$ cat config.mk
export PLATFORM = sky130hd
export DESIGN_NAME = burst_col_seq
export DESIGN_NICKNAME = d
export VERILOG_FILES = /design/src/rtl/bsq_pkg.sv /design/src/rtl/bsq_mode_reg.sv /design/src/rtl/bsq_addr_gen.sv /design/src/rtl/bsq_ctrl.sv /design/src/rtl/burst_col_seq.sv
export SDC_FILE = /design/constraint.sdc
export NUM_CORES = 1
export LEC_CHECK = 0
export BUFFER_PORTS_ARGS = -buffer_cell sky130_fd_sc_hd__buf_4
export CORE_ASPECT_RATIO = 2
export CORE_MARGIN = 2
export CORE_UTILIZATION = 51
export CTS_CLUSTER_SIZE = 8
export DETAILED_ROUTE_END_ITERATION = 8
export MAX_ROUTING_LAYER = met4
export PLACE_DENSITY = 0.78
export SYNTH_ARGS = -nofsm -noshare
export SYNTH_HDL_FRONTEND = slang
export SYNTH_SLANG_ARGS = --single-unit
$ cat constraint.sdc
create_clock -name clk -period 2.1 [get_ports clk]
set_input_delay 0.315 -clock clk [delete_from_list [all_inputs] [get_ports clk]]
set_output_delay 0.315 -clock clk [all_outputs]
set_load 0.05 [all_outputs]
$ cat src/rtl/bsq_pkg.sv
package bsq_pkg;

    typedef enum logic {
        ST_IDLE  = 1'b0,
        ST_BURST = 1'b1
    } state_t;

    typedef struct packed {
        logic [2:0] len;
        logic       ilv;
        logic       brsw;
    } mode_t;

    localparam logic [2:0] LEN_1    = 3'd0;
    localparam logic [2:0] LEN_2    = 3'd1;
    localparam logic [2:0] LEN_4    = 3'd2;
    localparam logic [2:0] LEN_8    = 3'd3;
    localparam logic [2:0] LEN_PAGE = 3'd7;

    function automatic logic mode_legal(input logic [2:0] len, input logic ilv);
        logic ok;
        unique case (len)
            LEN_1, LEN_2, LEN_4, LEN_8: ok = 1'b1;
            LEN_PAGE:                   ok = !ilv;
            default:                    ok = 1'b0;
        endcase
        return ok;
    endfunction

endpackage

$ cat src/rtl/bsq_mode_reg.sv
module bsq_mode_reg
    import bsq_pkg::*;
(
    input  logic       clk,
    input  logic       rst_n,
    input  logic       load,
    input  logic [2:0] len_in,
    input  logic       ilv_in,
    input  logic       brsw_in,
    output mode_t      mode_q
);

    logic  accept;
    mode_t mode_d;

    always_comb begin
        accept = load && mode_legal(len_in, ilv_in);
        mode_d = mode_q;
        if (accept) begin
            mode_d.len  = len_in;
            mode_d.ilv  = ilv_in;
            mode_d.brsw = brsw_in;
        end
    end

    always_ff @(posedge clk or negedge rst_n) begin
        if (!rst_n) begin
            mode_q <= '{len: LEN_1, ilv: 1'b0, brsw: 1'b0};
        end else begin
            mode_q <= mode_d;
        end
    end

endmodule

$ cat src/rtl/bsq_addr_gen.sv
module bsq_addr_gen #(
    parameter int COL_W = 8
) (
    input  logic [COL_W-1:0] start,
    input  logic [COL_W-1:0] beat,
    input  logic [COL_W-1:0] mask,
    input  logic             ilv,
    output logic [COL_W-1:0] col
);

    logic [COL_W-1:0] sum;
    logic [COL_W-1:0] seq_col;
    logic [COL_W-1:0] ilv_col;

    always_comb begin
        sum     = start + beat;
        seq_col = (start & ~mask) | (sum & mask);
        ilv_col = start ^ (beat & mask);
        col     = ilv ? ilv_col : seq_col;
    end

endmodule

$ cat src/rtl/bsq_ctrl.sv
module bsq_ctrl
    import bsq_pkg::*;
#(
    parameter int COL_W = 8
) (
    input  logic             clk,
    input  logic             rst_n,
    input  mode_t            mode,
    input  logic             cmd_valid,
    input  logic             cmd_write,
    input  logic [COL_W-1:0] cmd_col,
    input  logic             cmd_term,
    output logic [COL_W-1:0] start_q,
    output logic [COL_W-1:0] beat_q,
    output logic [COL_W-1:0] mask_q,
    output logic             ilv_q,
    output logic             active,
    output logic             last,
    output logic             wr_q
);

    localparam logic [COL_W-1:0] ONE = COL_W'(1);

    state_t           state_q, state_d;
    logic [COL_W-1:0] start_d, beat_d, mask_d, new_mask;
    logic             ilv_d, page_q, page_d, wr_d, new_page, single;

    // burst shape picked from the mode at command time
    always_comb begin
        single   = cmd_write && mode.brsw;
        new_page = 1'b0;
        unique case (mode.len)
            LEN_2:    new_mask = COL_W'(1);
            LEN_4:    new_mask = COL_W'(3);
            LEN_8:    new_mask = COL_W'(7);
            LEN_PAGE: begin
                new_mask = '1;
                new_page = 1'b1;
            end
            default:  new_mask = '0;
        endcase
        if (single) begin
            new_mask = '0;
            new_page = 1'b0;
        end
    end

    always_comb begin
        last = (state_q == ST_BURST) && !page_q && (beat_q == mask_q);
    end

    // next-state logic
    always_comb begin
        state_d = state_q;
        start_d = start_q;
        beat_d  = beat_q;
        mask_d  = mask_q;
        ilv_d   = ilv_q;
        page_d  = page_q;
        wr_d    = wr_q;
        if (cmd_valid) begin
            // start / restart
            state_d = ST_BURST;
            start_d = cmd_col;
            beat_d  = '0;
            mask_d  = new_mask;
            ilv_d   = mode.ilv;
            page_d  = new_page;
            wr_d    = cmd_write;
        end else begin
            unique case (state_q)
                ST_IDLE: begin
                    state_d = ST_IDLE;
                end
                ST_BURST: begin
                    if (cmd_term || last) begin
                        // abort / finish
                        state_d = ST_IDLE;
                        beat_d  = '0;
                    end else begin
                        // advance
                        beat_d = beat_q + ONE;
                    end
                end
                default: state_d = ST_IDLE;
            endcase
        end
    end

    // state register
    always_ff @(posedge clk or negedge rst_n) begin
        if (!rst_n) begin
            state_q <= ST_IDLE;
            start_q <= '0;
            beat_q  <= '0;
            mask_q  <= '0;
            ilv_q   <= 1'b0;
            page_q  <= 1'b0;
            wr_q    <= 1'b0;
        end else begin
            state_q <= state_d;
            start_q <= start_d;
            beat_q  <= beat_d;
            mask_q  <= mask_d;
            ilv_q   <= ilv_d;
            page_q  <= page_d;
            wr_q    <= wr_d;
        end
    end

    always_comb begin
        active = (state_q == ST_BURST);
    end

endmodule

$ cat src/rtl/burst_col_seq.sv
module burst_col_seq
    import bsq_pkg::*;
#(
    parameter int COL_W = 8
) (
    input  logic             clk,
    input  logic             rst_n,
    input  logic             mode_load,
    input  logic [2:0]       mode_len,
    input  logic             mode_ilv,
    input  logic             mode_brsw,
    input  logic             cmd_valid,
    input  logic             cmd_write,
    input  logic [COL_W-1:0] cmd_col,
    input  logic             cmd_term,
    output logic [COL_W-1:0] col_out,
    output logic             burst_act,
    output logic             beat_last,
    output logic             beat_write
);

    mode_t            mode_q;
    logic [COL_W-1:0] start_q, beat_q, mask_q, gen_col;
    logic             ilv_q, active, last, wr_q;

    bsq_mode_reg u_mode (
        .clk     (clk),
        .rst_n   (rst_n),
        .load    (mode_load),
        .len_in  (mode_len),
        .ilv_in  (mode_ilv),
        .brsw_in (mode_brsw),
        .mode_q  (mode_q)
    );

    bsq_ctrl #(.COL_W(COL_W)) u_ctrl (
        .clk       (clk),
        .rst_n     (rst_n),
        .mode      (mode_q),
        .cmd_valid (cmd_valid),
        .cmd_write (cmd_write),
        .cmd_col   (cmd_col),
        .cmd_term  (cmd_term),
        .start_q   (start_q),
        .beat_q    (beat_q),
        .mask_q    (mask_q),
        .ilv_q     (ilv_q),
        .active    (active),
        .last      (last),
        .wr_q      (wr_q)
    );

    bsq_addr_gen #(.COL_W(COL_W)) u_gen (
        .start (start_q),
        .beat  (beat_q),
        .mask  (mask_q),
        .ilv   (ilv_q),
        .col   (gen_col)
    );

    // output process
    always_comb begin
        col_out    = active ? gen_col : '0;
        burst_act  = active;
        beat_last  = last;
        beat_write = active && wr_q;
    end

endmodule

==> key figures <==
Timing
  – Unrepaired setup endpoints after global routing: yes
  – Slew Limit Fails: 0
  – Tcrit/Tclk final: 1.29
  – Hold Fails Final Rpt: 0
  – Min cycle time layout: 2720 ps
  – Max Clk Rate: 0.368 GHz
  – WHS: 240 ps
  – Worst-margin pin slew: 446 ps
  – Setup-failing EPs final: 7
  – Clock Skews: 5.68 ps
  – Relative slew slack: 0.700
  – Final worst slack: -619 ps

Power
  – Net Sw Power: 0.721 mW
  – Cell Pwr Density: 718 nW/µm²
  – Int Pwr: 1.36 mW
  – Gate power share: 0.384
  – Power after layout: 2.08 mW
  – Leak Pwr: 1.31 nW
  – Sw frac: 0.346
  – Flop pwr share: 0.323
  – Clock share of power: 0.293
  – VDD IR max: 642 µV

Place
  – HPWL Detailed: 3.94 mm
  – Final GP Congestion: 0.826
  – Port bufs: 29

Setup path
  – Max incr delay on CP: 410 ps
  – Slowest CP cell: dfrtp_1
  – Worst Path Required: 1780 ps
  – CP Class: flop to output pin
  – Max Fanout on Critical Path: 4
  – Critical Path End Type: output pin
  – CP Launch Type: flop
  – Data arrival time of the critical path: 2400 ps
  – Critical-path cell list: ha_4, a21o_1, a221o_1, or4_1, or3_1, nand4_1, buf_6

Finish
  – Most common cell after layout, fill and taps aside: buf_4
  – Multi-input gate area: 1390 µm²
  – Reg area: 727 µm²
  – Diodes inserted: 0
  – Layout Area Growth over Synthesis: 51.5%
  – Most frequent cells in the layout: 51 x buf_4, 28 x dfrtp_1, 14 x nand2_1
  – Nets: 299
  – Fraction of layout instances using a drive strength above 1: 0.455
  – FILL cells: 218

Job
  – Max Cap Violations: 0

Drt
  – Starting DRC count in detailed routing: 69
  – Routed len/inst: 18.5 µm
  – Drt drc: 0
  – Vias/cell: 5.90
  – Detail Route Antenna Nets: 0
  – Vias: 1847
  – Router iterations before antenna repair: 4
  – Routed WL: 5.79 mm

Logic synthesis
  – Post-Syn Instances: 196
  – Area leader, netlist: dfrtp_1
  – Compound-Gate Fraction of Synth Area: 0.182
  – FF+latch count, synth: 29
  – Yosys warning count: 0
  – Avg Inst Size Synth: 9.76 µm²
  – Largest family of logic cells by synthesized area: compound AO/OA/AOI/OAI gates
  – Number of library cell types mapped by synthesis: 46
  – Register area share after synthesis: 0.379
  – Top_reg_cell synth: dfrtp_1
  – Syn nets: 232
  – Post-synth EDFFs: 0
  – Top post-synthesis cells by area: dfrtp_1 38%, ha_1 10%, mux2_2 7.7%, xnor2_1 3.7%, o21ai_0 3.1%
  – Synth async-reset ratio: 1.00
  – Top cell type's share of synthesized area: 0.379
  – Post-synthesis simple-gate area fraction: 0.160
  – XOR/XNOR Fraction of Synth Area: 0.0504
  – Synth Cell Area: 1910 µm²
  – Mux contribution to synthesized area: 0.0765
  – Post-Synth Adder-Cell Area: 0.115

Clock network
  – Clock latency on the worst-skew pair: 290 ps
  – CTS tree: done
  – Clk buf depth: 2
  – Clk sink count: 29
  – CTS clk-pin slew, worst paths: 70 ps
  – Clk root buf: clkbuf_8
  – Total CTS buffers: 5
  – H-tree depth: 2

Floorplan
  – Die Wd: 47.3 µm
  – Core area: 3610 µm²
  – Die area: 4290 µm²
  – Initial core utilization: 0.530
  – IO Count: 30
  – Vert. Die Dim: 90.6 µm
  – Site Rows: 31

Status
  – Violated checks: negative setup slack
  – Status: finished, violations left

GRT
  – Total grt overflow: 0
  – Initial antenna violation count: 0
  – Vias in the first global route: 1966
  – First-pass GRT wire length: 8.88 mm
  – Total track usage: 0.305
  – Largest net degree at the start of global routing: 30

Hold path
  – Hold Crit Class: input pin to flop
[path summary, 6_finish.rpt]
check | startpoint | endpoint | slack (ps) | cells past startpoint
worst max-delay path | u_ctrl.beat_q[6] | col_out[7] | -620 | 7
worst min-delay path | cmd_term | u_ctrl.active | 240 | 2
worst max register to register | u_ctrl.beat_q[6] | u_ctrl.beat_q[5] | 110 | 8
worst min register to register | u_mode.mode_q[1] | u_ctrl.ilv_q | 500 | 2
max in group asynchronous | rst_n | u_ctrl.active | 1310 | 2
min in group asynchronous | rst_n | u_ctrl.start_q[1] | 490 | 2
[routing by layer]
layer	global-route usage	wire length, µm
met1	0.264	1820
met2	0.529	3440
met3	0.0680	215
met4	0.192	315
met5	-	0
[critical path: cells and delay by family (launching register included)]
kind                     cells  cell delay [ps]
buffers and inverters        1              170
AO/OA/AOI/OAI                2              470
adder cells (fa/ha/maj)      1              260
flip-flops                   1              410
AND/OR/NAND/NOR              3              800
[metrics by stage]
| step | worst slack [ps] | setup TNS (ps) | std cells | util | cell area (µm²) |
|---|---|---|---|---|---|
| after global placement | -309 | -957 | 296 | 0.678 | 2450 |
| final | -619 | -2360 | 313 | 0.803 | 2900 |
| after detailed placement | -338 | -1420 | 296 | 0.678 | 2450 |
| after floorplan | -416 | -1410 | 196 | - | 1980 |
| after CTS | -607 | -2380 | 311 | 0.789 | 2850 |
| after global routing | -721 | -2970 | 313 | 0.803 | 2900 |
[synth_stat cells (2+ instances only)]
library cell and instances:
inv_1 11, nand2b_1 3, a22o_1 3, nand3_1 7, ha_1 16, nand2_1 14
a21o_1 5, and3_1 4, a211oi_1 7, nand4_1 2, and2_1 3, clkbuf_1 3
mux2_2 13, nor4_1 2, a221oi_1 2, dfrtp_1 29, buf_2 2, nor2b_1 5
a21oi_1 9, nor2_1 7, xor2_1 3, o21ai_0 12, xnor2_1 8, a31oi_1 4
[power by group through the flow]
stage                     sequential (mW)  clock [mW]  combinational [mW]
after floorplan                     0.678           0               0.420
after CTS                           0.672       0.612               0.777
after global placement              0.676           0               0.643
final                               0.673       0.610               0.799
after global routing                0.678       0.642               0.847
after detailed placement            0.679           0               0.656
[cells by family (layout without fill, tap and decap cells)]
| logic type | count (synthesis) | after routing |
|---|---|---|
| AO/OA/AOI/OAI | 52 | 52 |
| XOR/XNOR | 11 | 11 |
| adder cells (fa/ha/maj) | 17 | 17 |
| buffers and inverters | 18 | 86 |
| flip-flops | 29 | 29 |
| multiplexers | 13 | 13 |
| AND/OR/NAND/NOR | 56 | 56 |
[flip-flops by register name (all words and copies together) (netlist names)]
signal,count
u_ctrl.active,1
u_ctrl.beat_q,8
u_ctrl.ilv_q,1
u_ctrl.mask_q,4
u_ctrl.page_q,1
u_ctrl.start_q,8
u_ctrl.wr_q,1
u_mode.mode_q,5
[layout make-up]
cell class | count | area share
clock buffer | 7 | 0.0298
inverter | 12 | 0.0155
clock inverter | 1 | 0.0104
timing repair buffer | 66 | 0.194
multi-input combinational | 149 | 0.478
sequential | 29 | 0.251
tap | 49 | 0.0212
[repair_timing]
item | CTS | global route
resized for setup | 37 | 7
hold buffers | 1 | 0
pin swaps | 24 | 10
endpoints found under the setup margin | 14 | 12
setup buffers | 7 | 3
endpoints found under the hold margin | 29 | 0
(Power assumes the default switching activity.)
